==> src/rtl/ssa_pkg.sv <==
package ssa_pkg;
  typedef enum logic [1:0] {
    MODE_PLAIN = 2'b00,
    MODE_AUTH  = 2'b01,
    MODE_ENC   = 2'b10
  } sess_mode_e;
endpackage

==> src/rtl/ssa_fail_ctr.sv <==
module ssa_fail_ctr #(
  parameter int MAX_FAIL = 4
) (
  input  logic clk_i,
  input  logic rst_ni,
  input  logic fail_i,
  input  logic pass_i,
  output logic lockout_o
);
  localparam int CNT_W = $clog2(MAX_FAIL + 1);
  localparam logic [CNT_W-1:0] CNT_MAX = CNT_W'(MAX_FAIL);

  logic [CNT_W-1:0] cnt_q, cnt_d;
  logic             cnt_en;

  assign cnt_en = fail_i | pass_i;

  always_comb begin
    cnt_d = cnt_q;
    if (fail_i) begin
      if (cnt_q != CNT_MAX) cnt_d = cnt_q + 1'b1;
    end else if (pass_i) begin
      cnt_d = '0;
    end
  end

  always_ff @(posedge clk_i or negedge rst_ni) begin
    if (!rst_ni)     cnt_q <= '0;
    else if (cnt_en) cnt_q <= cnt_d;
  end

  assign lockout_o = (cnt_q == CNT_MAX);
endmodule

==> src/rtl/ssa_mode_fsm.sv <==
module ssa_mode_fsm
  import ssa_pkg::*;
#(
  parameter int KEY_W = 2
) (
  input  logic             clk_i,
  input  logic             rst_ni,
  input  logic             auth_ok_i,
  input  logic             auth_bad_i,
  input  logic [KEY_W-1:0] key_sel_i,
  input  logic             enc_req_i,
  input  logic             mac_bad_i,
  output sess_mode_e       mode_o,
  output logic [KEY_W-1:0] key_o
);
  sess_mode_e       mode_q, mode_d;
  logic [KEY_W-1:0] key_q;
  logic             key_en;

  assign key_en = auth_ok_i & ~auth_bad_i;

  always_comb begin
    mode_d = mode_q;
    if (auth_bad_i)                             mode_d = MODE_PLAIN;
    else if (auth_ok_i)                         mode_d = MODE_AUTH;
    else if (mac_bad_i)                         mode_d = MODE_PLAIN;
    else if (enc_req_i && mode_q == MODE_AUTH)  mode_d = MODE_ENC;
  end

  always_ff @(posedge clk_i or negedge rst_ni) begin
    if (!rst_ni) mode_q <= MODE_PLAIN;
    else         mode_q <= mode_d;
  end

  always_ff @(posedge clk_i or negedge rst_ni) begin
    if (!rst_ni)     key_q <= '0;
    else if (key_en) key_q <= key_sel_i;
  end

  assign mode_o = mode_q;
  assign key_o  = key_q;
endmodule

==> src/rtl/ssa_cred.sv <==
module ssa_cred #(
  parameter int PW_W = 3
) (
  input  logic            clk_i,
  input  logic            rst_ni,
  input  logic            pw_ok_i,
  input  logic            pw_bad_i,
  input  logic [PW_W-1:0] pw_sel_i,
  input  logic            pw_is_wr_i,
  output logic            held_o,
  output logic [PW_W-1:0] idx_o,
  output logic            is_wr_o
);
  logic            held_q, held_d;
  logic [PW_W-1:0] idx_q;
  logic            wr_q;
  logic            load_en;

  assign load_en = pw_ok_i & ~pw_bad_i;

  always_comb begin
    held_d = held_q;
    if (pw_bad_i)     held_d = 1'b0;
    else if (pw_ok_i) held_d = 1'b1;
  end

  always_ff @(posedge clk_i or negedge rst_ni) begin
    if (!rst_ni) held_q <= 1'b0;
    else         held_q <= held_d;
  end

  always_ff @(posedge clk_i or negedge rst_ni) begin
    if (!rst_ni) begin
      idx_q <= '0;
      wr_q  <= 1'b0;
    end else if (load_en) begin
      idx_q <= pw_sel_i;
      wr_q  <= pw_is_wr_i;
    end
  end

  assign held_o  = held_q;
  assign idx_o   = idx_q;
  assign is_wr_o = wr_q;
endmodule

==> src/rtl/ssa_grant.sv <==
module ssa_grant
  import ssa_pkg::*;
#(
  parameter int PW_W  = 3,
  parameter int KEY_W = 2
) (
  input  sess_mode_e       mode_i,
  input  logic [KEY_W-1:0] key_i,
  input  logic             held_i,
  input  logic [PW_W-1:0]  idx_i,
  input  logic             is_wr_i,
  input  logic [PW_W-1:0]  cfg_pw_sel_i,
  input  logic [KEY_W-1:0] cfg_key_sel_i,
  input  logic             cfg_pw_req_i,
  input  logic             cfg_auth_req_i,
  input  logic             cfg_enc_req_i,
  output logic             rd_o,
  output logic             wr_o
);
  logic pw_match, key_match, pw_rd_ok, pw_wr_ok, auth_ok, enc_ok;

  always_comb begin
    pw_match  = held_i && (idx_i == cfg_pw_sel_i);
    key_match = (key_i == cfg_key_sel_i);
    pw_rd_ok  = ~cfg_pw_req_i | pw_match;
    pw_wr_ok  = ~cfg_pw_req_i | (pw_match & is_wr_i);
    auth_ok   = ~cfg_auth_req_i | ((mode_i != MODE_PLAIN) & key_match);
    enc_ok    = ~cfg_enc_req_i  | ((mode_i == MODE_ENC) & key_match);
    rd_o      = pw_rd_ok & auth_ok & enc_ok;
    wr_o      = pw_wr_ok & auth_ok & enc_ok;
  end
endmodule

==> src/rtl/ssa_session.sv <==
module ssa_session
  import ssa_pkg::*;
#(
  parameter int NUM_PW   = 8,
  parameter int NUM_KEY  = 4,
  parameter int MAX_FAIL = 4
) (
  input  logic                       clk_i,
  input  logic                       rst_ni,
  input  logic                       pw_ok_i,
  input  logic                       pw_bad_i,
  input  logic [$clog2(NUM_PW)-1:0]  pw_sel_i,
  input  logic                       pw_is_wr_i,
  input  logic                       auth_ok_i,
  input  logic                       auth_bad_i,
  input  logic [$clog2(NUM_KEY)-1:0] key_sel_i,
  input  logic                       enc_req_i,
  input  logic                       mac_bad_i,
  input  logic [$clog2(NUM_PW)-1:0]  cfg_pw_sel_i,
  input  logic [$clog2(NUM_KEY)-1:0] cfg_key_sel_i,
  input  logic                       cfg_pw_req_i,
  input  logic                       cfg_auth_req_i,
  input  logic                       cfg_enc_req_i,
  output logic [1:0]                 mode_o,
  output logic                       rd_grant_o,
  output logic                       wr_grant_o,
  output logic                       lockout_o
);
  localparam int PW_W  = $clog2(NUM_PW);
  localparam int KEY_W = $clog2(NUM_KEY);

  logic             locked;
  logic             acc_pw_ok, acc_pw_bad, acc_auth_ok, acc_auth_bad;
  sess_mode_e       mode;
  logic [KEY_W-1:0] sess_key;
  logic             held, held_wr;
  logic [PW_W-1:0]  held_idx;

  // Verification results only count while not locked out
  assign acc_pw_ok    = pw_ok_i    & ~locked;
  assign acc_pw_bad   = pw_bad_i   & ~locked;
  assign acc_auth_ok  = auth_ok_i  & ~locked;
  assign acc_auth_bad = auth_bad_i & ~locked;

  ssa_fail_ctr #(.MAX_FAIL(MAX_FAIL)) u_fail (
    .clk_i     (clk_i),
    .rst_ni    (rst_ni),
    .fail_i    (acc_pw_bad | acc_auth_bad),
    .pass_i    (acc_pw_ok | acc_auth_ok),
    .lockout_o (locked)
  );

  ssa_mode_fsm #(.KEY_W(KEY_W)) u_mode (
    .clk_i      (clk_i),
    .rst_ni     (rst_ni),
    .auth_ok_i  (acc_auth_ok),
    .auth_bad_i (acc_auth_bad),
    .key_sel_i  (key_sel_i),
    .enc_req_i  (enc_req_i),
    .mac_bad_i  (mac_bad_i),
    .mode_o     (mode),
    .key_o      (sess_key)
  );

  ssa_cred #(.PW_W(PW_W)) u_cred (
    .clk_i      (clk_i),
    .rst_ni     (rst_ni),
    .pw_ok_i    (acc_pw_ok),
    .pw_bad_i   (acc_pw_bad),
    .pw_sel_i   (pw_sel_i),
    .pw_is_wr_i (pw_is_wr_i),
    .held_o     (held),
    .idx_o      (held_idx),
    .is_wr_o    (held_wr)
  );

  ssa_grant #(.PW_W(PW_W), .KEY_W(KEY_W)) u_grant (
    .mode_i         (mode),
    .key_i          (sess_key),
    .held_i         (held),
    .idx_i          (held_idx),
    .is_wr_i        (held_wr),
    .cfg_pw_sel_i   (cfg_pw_sel_i),
    .cfg_key_sel_i  (cfg_key_sel_i),
    .cfg_pw_req_i   (cfg_pw_req_i),
    .cfg_auth_req_i (cfg_auth_req_i),
    .cfg_enc_req_i  (cfg_enc_req_i),
    .rd_o           (rd_grant_o),
    .wr_o           (wr_grant_o)
  );

  assign mode_o    = mode;
  assign lockout_o = locked;
endmodule

==> config.mk <==
export PLATFORM = sky130hd
export DESIGN_NAME = ssa_session
export DESIGN_NICKNAME = d
export VERILOG_FILES = /design/src/rtl/ssa_pkg.sv /design/src/rtl/ssa_fail_ctr.sv /design/src/rtl/ssa_mode_fsm.sv /design/src/rtl/ssa_cred.sv /design/src/rtl/ssa_grant.sv /design/src/rtl/ssa_session.sv
export SDC_FILE = /design/constraint.sdc
export NUM_CORES = 1
export LEC_CHECK = 0
export BUFFER_PORTS_ARGS = -buffer_cell sky130_fd_sc_hd__buf_2
export CELL_PAD_IN_SITES_DETAIL_PLACEMENT = 1
export CELL_PAD_IN_SITES_GLOBAL_PLACEMENT = 2
export CORE_MARGIN = 3
export CORE_UTILIZATION = 30
export CTS_BUF_LIST = sky130_fd_sc_hd__clkbuf_2 sky130_fd_sc_hd__clkbuf_4 sky130_fd_sc_hd__clkbuf_8
export DETAILED_ROUTE_END_ITERATION = 10
export GPL_ROUTABILITY_DRIVEN = 0
export PLACE_DENSITY = 0.79
export REMOVE_ABC_BUFFERS = 1
export SETUP_SLACK_MARGIN = 0.5
export SLEW_MARGIN = 10
export SYNTH_ARGS = -nofsm -noshare
export SYNTH_HDL_FRONTEND = slang
export SYNTH_HIERARCHICAL = 1
export SYNTH_SLANG_ARGS = --single-unit
==> constraint.sdc <==
create_clock -name clk_i -period 1.85 [get_ports clk_i]
set_input_delay 0.37 -clock clk_i [delete_from_list [all_inputs] [get_ports clk_i]]
set_output_delay 0.37 -clock clk_i [all_outputs]
set_load 0.02 [all_outputs]
==> results of run 1 <==
==> what timing repair did <==
| item | 4_1_cts | 5_1_grt |
|---|---|---|
| setup buffers | 5 | 3 |
| gates resized for setup | 24 | 10 |
| hold buffers | 1 | 0 |
| endpoints found under the setup margin | 15 | 14 |
| endpoints found under the hold margin | 12 | 0 |
| pin swaps | 7 | 4 |
==> cell families after synthesis <==
| group | Yosys count |
|---|---|
| buf+inv | 4 |
| fa+ha+maj | 2 |
| mux | 6 |
| compound gates | 11 |
| xor+xnor | 5 |
| simple gates | 23 |
| flops | 12 |
==> cell type report <==
type	count	area share, %
Tap cell	27	3.00
Sequential cell	12	26.8
Multi-Input combinational cell	47	44.9
Inverter	4	1.33
Clock buffer	4	3.22
Timing Repair Buffer	36	20.8
==> cell usage in the layout, fill, tap and decap left out, drive strengths merged <==
| master | instances |
|---|---|
| dfrtp | 12 |
| and4 | 1 |
| a221o | 1 |
| inv | 4 |
| nor3 | 1 |
| a21oi | 2 |
| nand2b | 1 |
| nor4 | 1 |
| a21boi | 1 |
| ha | 2 |
| o21ai | 2 |
| o221a | 1 |
| xnor2 | 3 |
| mux2 | 6 |
| clkbuf | 4 |
| nor4b | 2 |
| and3 | 1 |
| buf | 35 |
| o22a | 1 |
| nor2b | 8 |
| o21ba | 2 |
| nor2 | 5 |
| dlygate4sd3 | 1 |
| a31oi | 1 |
| nand4 | 1 |
| xor2 | 2 |
| nand4b | 1 |
| and2 | 1 |
==> per-layer routing <==
layer | track usage (%) | wire [um]
met3 | 4.36 | 122
met1 | 15.5 | 780
met2 | 22.7 | 973
met5 | 0 | 0
met4 | 3.73 | 0
==> power by group <==
group / internal [mW] / total (mW) / leakage, nW / switching [mW]
combinational: 0.432 / 0.731 / 0.378 / 0.299
clock: 0.119 / 0.201 / 0.0210 / 0.0810
sequential: 0.362 / 0.450 / 0.145 / 0.0876
total: 0.914 / 1.38 / 0.544 / 0.468
==> metrics by stage <==
| stage | hold slack [ns] | util (%) | instances | instance area, um^2 |
|---|---|---|---|---|
| 4_1_cts | 0.296 | 50.7 | 127 | 1050 |
| 3_3_place_gp | 0.258 | 41.9 | 117 | 873 |
| 5_1_grt | 0.299 | 54.1 | 130 | 1130 |
| 2_1_floorplan | 0.0744 | - | 63 | 702 |
| 3_5_place_dp | 0.261 | 41.9 | 117 | 873 |
| 6_report | 0.302 | 54.1 | 130 | 1130 |
==> flip-flops by register name, summed over array words and instances (netlist names) <==
register	cells
u_cred/idx_o	3
u_fail/cnt_q	3
u_mode/key_o	2
u_mode/mode_o	2
u_cred/held_o	1
u_cred/is_wr_o	1
==> worst max path at each step <==
stage / end / slack (ns) / cells past startpoint
6_report: rd_grant_o / -0.03 / 5
5_1_grt: rd_grant_o / -0.18 / 5
4_1_cts: rd_grant_o / -0.03 / 5
3_5_place_dp: u_fail/cnt_q[1] / 0.08 / 6
3_3_place_gp: u_fail/cnt_q[1] / 0.11 / 6
2_1_floorplan: u_fail/cnt_q[1] / 0.17 / 6
==> worst max-delay path: stages, from the launching register on <==
cell,delay [ns]
dfrtp_1,0.41
xor2_2,0.17
nor4b_2,0.30
nor3_2,0.09
a21oi_1,0.12
buf_4,0.15
==> impl_metrics.toml, run 1 <==
[synth]
yosysTopAreaCellShare_pct = 42.8
async_reset_ff_share_pct = 100
synthTopCellsByArea = "dfrtp_1 43%, mux2_2 6.4%, nor2b_1 5.3%, mux2_4 4.3%, nor2b_4 3.9%"
ys.flop_type = "dfrtp_1"
synthMuxAreaShare_pct = 10.7
synthCells = 63
yosysWarningCount = 6
yosysTopAreaCell = "dfrtp_1"
syn_area_um2 = 702
synth_simple_gate_area_share_pct = 22.6
yosys.area_share.xor_xnor_pct = 6.24
yosys.cell_count.top_type = "dfrtp_1"
syn-mean-instance-area_um2 = 11.1
yosys.cell_types.count = 27
synth_top_family_by_area = "simple AND/OR/NAND/NOR gates"
synth_compound_area_share_pct = 11.9
yosys.area_share.adder_pct = 3.57
synth_seq_cells = 12
synthTopCellsByCount = "12 x dfrtp_1, 6 x nor2b_1, 5 x nor2_1"
synth_enable_flop_cells = 0
synth_seq_area_share_pct = 42.8

[sta]
drv_slew = 0
finalSetupViolations = 2
finalHoldViolCount = 0
period_needed_ns = 1.88
worst_pin_slew_ns = 0.281
setup_ws_ns = -0.0281
relSlewSlack_pct = 81.2
fin_skew_ns = 0.00631
rsz0062_at_grt = "yes"
finalCritPeriodShare_pct = 102
max_freq_ghz = 0.532
fin_setup_tns_ns = -0.0353

[global_route]
grt_usage_pct = 13.2
grt_pass1_wl_mm = 2.74
first_global_vias = 619
grt_max_degree = 13
grt_antenna_before_repair = 0
grt.overflow.total = 0

[setup_path]
arrival_ns = 1.51
timing.rr.start = "u_fail/cnt_q[1]"
cp-startpoint = "u_mode/key_o[1]"
crit_path_max_fanout = 2
cp-start-kind = "flip-flop"
r2r_cells = 6
end_kind = "primary output"
critical_path_class = "flip-flop to primary output"
reg2reg_to = "u_fail/cnt_q[1]"
crit_required_ns = 1.48
reg2reg_slack_ns = 0.17

[die]
ios = 27
dieHeight_um = 54.4
fp-row-count = 16
core_um2 = 2080
die_area_um2 = 2960
die_w_um = 54.4
initial_core_util_pct = 33.7

[drt]
totalWireLength_mm = 1.88
wl_per_cell_um = 14.4
ant_nets = 0
drt_iter0_markers = 2
vias = 626
drc = 0
drt_pre_antenna_iters = 4
via_per_inst = 4.82

[worst_hold_path]
hold_depth = 2
worstHoldStart = "mac_bad_i"
holdPathEnd = "u_mode/mode_o[1]"
hold_path_class = "primary input to flip-flop"

[power_and_ir_drop]
fin_total_pwr_mw = 1.38
ir_drop_v = 0.000563
leakage_nw = 0.544
powerDensity_nw_per_um2 = 1230

[clocking]
clockRootBuffer = "clkbuf_4"
cts.htree.levels = 1
cts_sinks = 12
clkLatencyLatePin_ns = 0.27
path_clk_slew_ns = 0.07
cts_buffer_depth = 2
cts_tree = "yes"
cts_buffers = 3

[placement]
pre_cts_ws_ns = 0.0794
hpwl_mm = 1.30
io_buffers = 26

[status]
outcome = "finished, violations left"
violations = "negative setup slack"

[cells_and_area]
multi_input_area_um2 = 505
fin_nets = 128
syn2layout_area_growth_pct = 60.4
antenna_cells = 0
drive_gt1_share_pct = 63.1
seqCellArea_um2 = 302
nFillCells = 248

[run]
cap_viol_max_count = 0
(Power assumes the default switching activity.)
==> run 2, diff against run 1 <==
--- a/config.mk
+++ b/config.mk
@@ -6,10 +6,8 @@
 export NUM_CORES = 1
 export LEC_CHECK = 0
 export BUFFER_PORTS_ARGS = -buffer_cell sky130_fd_sc_hd__buf_2
-export CELL_PAD_IN_SITES_DETAIL_PLACEMENT = 1
-export CELL_PAD_IN_SITES_GLOBAL_PLACEMENT = 2
 export CORE_MARGIN = 3
-export CORE_UTILIZATION = 30
+export CORE_UTILIZATION = 49
 export CTS_BUF_LIST = sky130_fd_sc_hd__clkbuf_2 sky130_fd_sc_hd__clkbuf_4 sky130_fd_sc_hd__clkbuf_8
 export DETAILED_ROUTE_END_ITERATION = 10
 export GPL_ROUTABILITY_DRIVEN = 0
==> run 2 against run 1 <==
  * The run still ends with negative setup slack left
  * Final area is 0.44% lower
  * Worst setup slack worse by 0.0032 ns
  * Clock skew is 0.0027 ns lower
  * Critical endpoint unchanged
==> impl_metrics.toml, run 2 (same netlist as run 1, synthesis figures left out) <==
[status]
outcome = "finished, violations left"
violations = "negative setup slack"

[die]
core_um2 = 1320
ios = 27
initial_core_util_pct = 53.3
dieHeight_um = 43.9
fp-row-count = 13
die_w_um = 43.9
die_area_um2 = 1920

[global_route]
grt_max_degree = 13
grt_pass1_wl_mm = 2.95
grt_antenna_before_repair = 0
first_global_vias = 669
grt.overflow.total = 0
grt_usage_pct = 20.5

[drt]
via_per_inst = 5.47
vias = 645
wl_per_cell_um = 16.4
drt_pre_antenna_iters = 4
drt_iter0_markers = 11
totalWireLength_mm = 1.94
ant_nets = 0
drc = 0

[worst_hold_path]
hold_path_class = "primary input to flip-flop"
hold_depth = 2
worstHoldStart = "mac_bad_i"
holdPathEnd = "u_mode/mode_o[1]"

[cells_and_area]
fin_nets = 129
fin_util_pct = 85.1
syn2layout_area_growth_pct = 59.7
most-common-layout-cells = "23 x buf_2, 12 x dfrtp_1, 8 x buf_4, 6 x nor2b_4, 6 x mux2_4"
drive_gt1_share_pct = 62.1
final_common_cell = "buf_2"
antenna_cells = 0

[power_and_ir_drop]
pwr-share-comb_pct = 56.9
powerDensity_nw_per_um2 = 1260
pwr-share-seq_pct = 32.2
intPower_mw = 0.910
pwr-share-clk_pct = 10.9
power_switching_mw = 0.501
leakage_nw = 0.549
p_sw_share_pct = 35.5
ir_drop_v = 0.000849

[setup_path]
reg2reg_to = "u_mode/key_o[0]"
cp-start-kind = "flip-flop"
timing.rr.start = "u_fail/cnt_q[0]"
arrival_ns = 1.51
r2r_cells = 7
path_cells = "xor2_2 > nor4b_2 > nor3_2 > a21oi_1 > buf_4"
critPathBufInv = 1
crit_required_ns = 1.48
path_delay_family = "flip-flops"
crit_slowest_cell = "dfrtp_1"
critical_path_class = "flip-flop to primary output"
end_kind = "primary output"
crit_path_max_fanout = 2
max_stage_delay_ns = 0.41
reg2reg_slack_ns = 0.16

[clocking]
cts_buffers = 3
cts_tree = "yes"
cts.htree.levels = 1
cts_sinks = 12
path_clk_slew_ns = 0.07
cts_buffer_depth = 2
clockRootBuffer = "clkbuf_4"
clkLatencyLatePin_ns = 0.26

[sta]
fin_skew_ns = 0.00362
worst_pin_slew_ns = 0.286
drv_slew = 0
setup_ws_ns = -0.0313
finalSetupViolations = 2
relSlewSlack_pct = 80.9
max_freq_ghz = 0.532
rsz0062_at_grt = "yes"
finalHoldViolCount = 0
finalCritPeriodShare_pct = 102
period_needed_ns = 1.88

[run]
cap_viol_max_count = 0

[placement]
io_buffers = 26
pre_cts_ws_ns = 0.102
run 2: layer usage:
layer / vias up / wire [um] / track usage (%)
li1: 310 / - / -
met1: 318 / 802 / 25.0
met2: 17 / 1010 / 36.9
met3: 0 / 123 / 4.56
met4: 0 / 0 / 3.61
met5: - / 0 / 0
run 2: how the worst max path moves through the flow:
stage,startpoint,endpoint,slack (ns),depth (start not counted)
global placement,u_fail/cnt_q[1],u_fail/cnt_q[1],0.14,6
finish,u_mode/key_o[1],rd_grant_o,-0.03,5
detailed placement,u_fail/cnt_q[0],u_mode/key_o[0],0.10,6
CTS,u_mode/key_o[1],wr_grant_o,-0.04,5
floorplan,u_fail/cnt_q[0],u_fail/cnt_q[1],0.17,6
global route,u_mode/key_o[1],rd_grant_o,-0.14,5
run 2: timing repair:
action / CTS / global route
hold buffers: 1 / 0
gates resized for setup: 29 / 9
endpoints found under the hold margin: 12 / 0
setup buffers: 6 / 4
pin swaps: 6 / 3
endpoints found under the setup margin: 15 / 14
run 2: power by group through the flow:
stage	Combinational [mW]	Clock, mW	Sequential [mW]
floorplan	0.332	0	0.434
global placement	0.417	0	0.445
detailed placement	0.430	0	0.448
CTS	0.669	0.159	0.441
global route	0.862	0.171	0.465
finish	0.803	0.153	0.454
run 2: area by class of cell:
type	instances	area (um^2)
Multi-Input combinational cell	47	514
Sequential cell	12	300
Timing Repair Buffer	37	250
Fill cell	66	196
Clock buffer	3	22.5
Tap cell	15	18.8
Inverter	4	15.0
run 2: through the flow:
step / cell area [um^2] / total power, mW / cells / TNS, ns / hold slack [ns]
2_1_floorplan: 702 / 0.767 / 63 / 0 / 0.0744
3_3_place_gp: 851 / 0.862 / 104 / 0 / 0.257
3_5_place_dp: 851 / 0.878 / 104 / 0 / 0.263
4_1_cts: 1050 / 1.27 / 114 / -0.0669 / 0.276
5_1_grt: 1120 / 1.50 / 118 / -0.243 / 0.298
6_report: 1120 / 1.41 / 118 / -0.0575 / 0.303
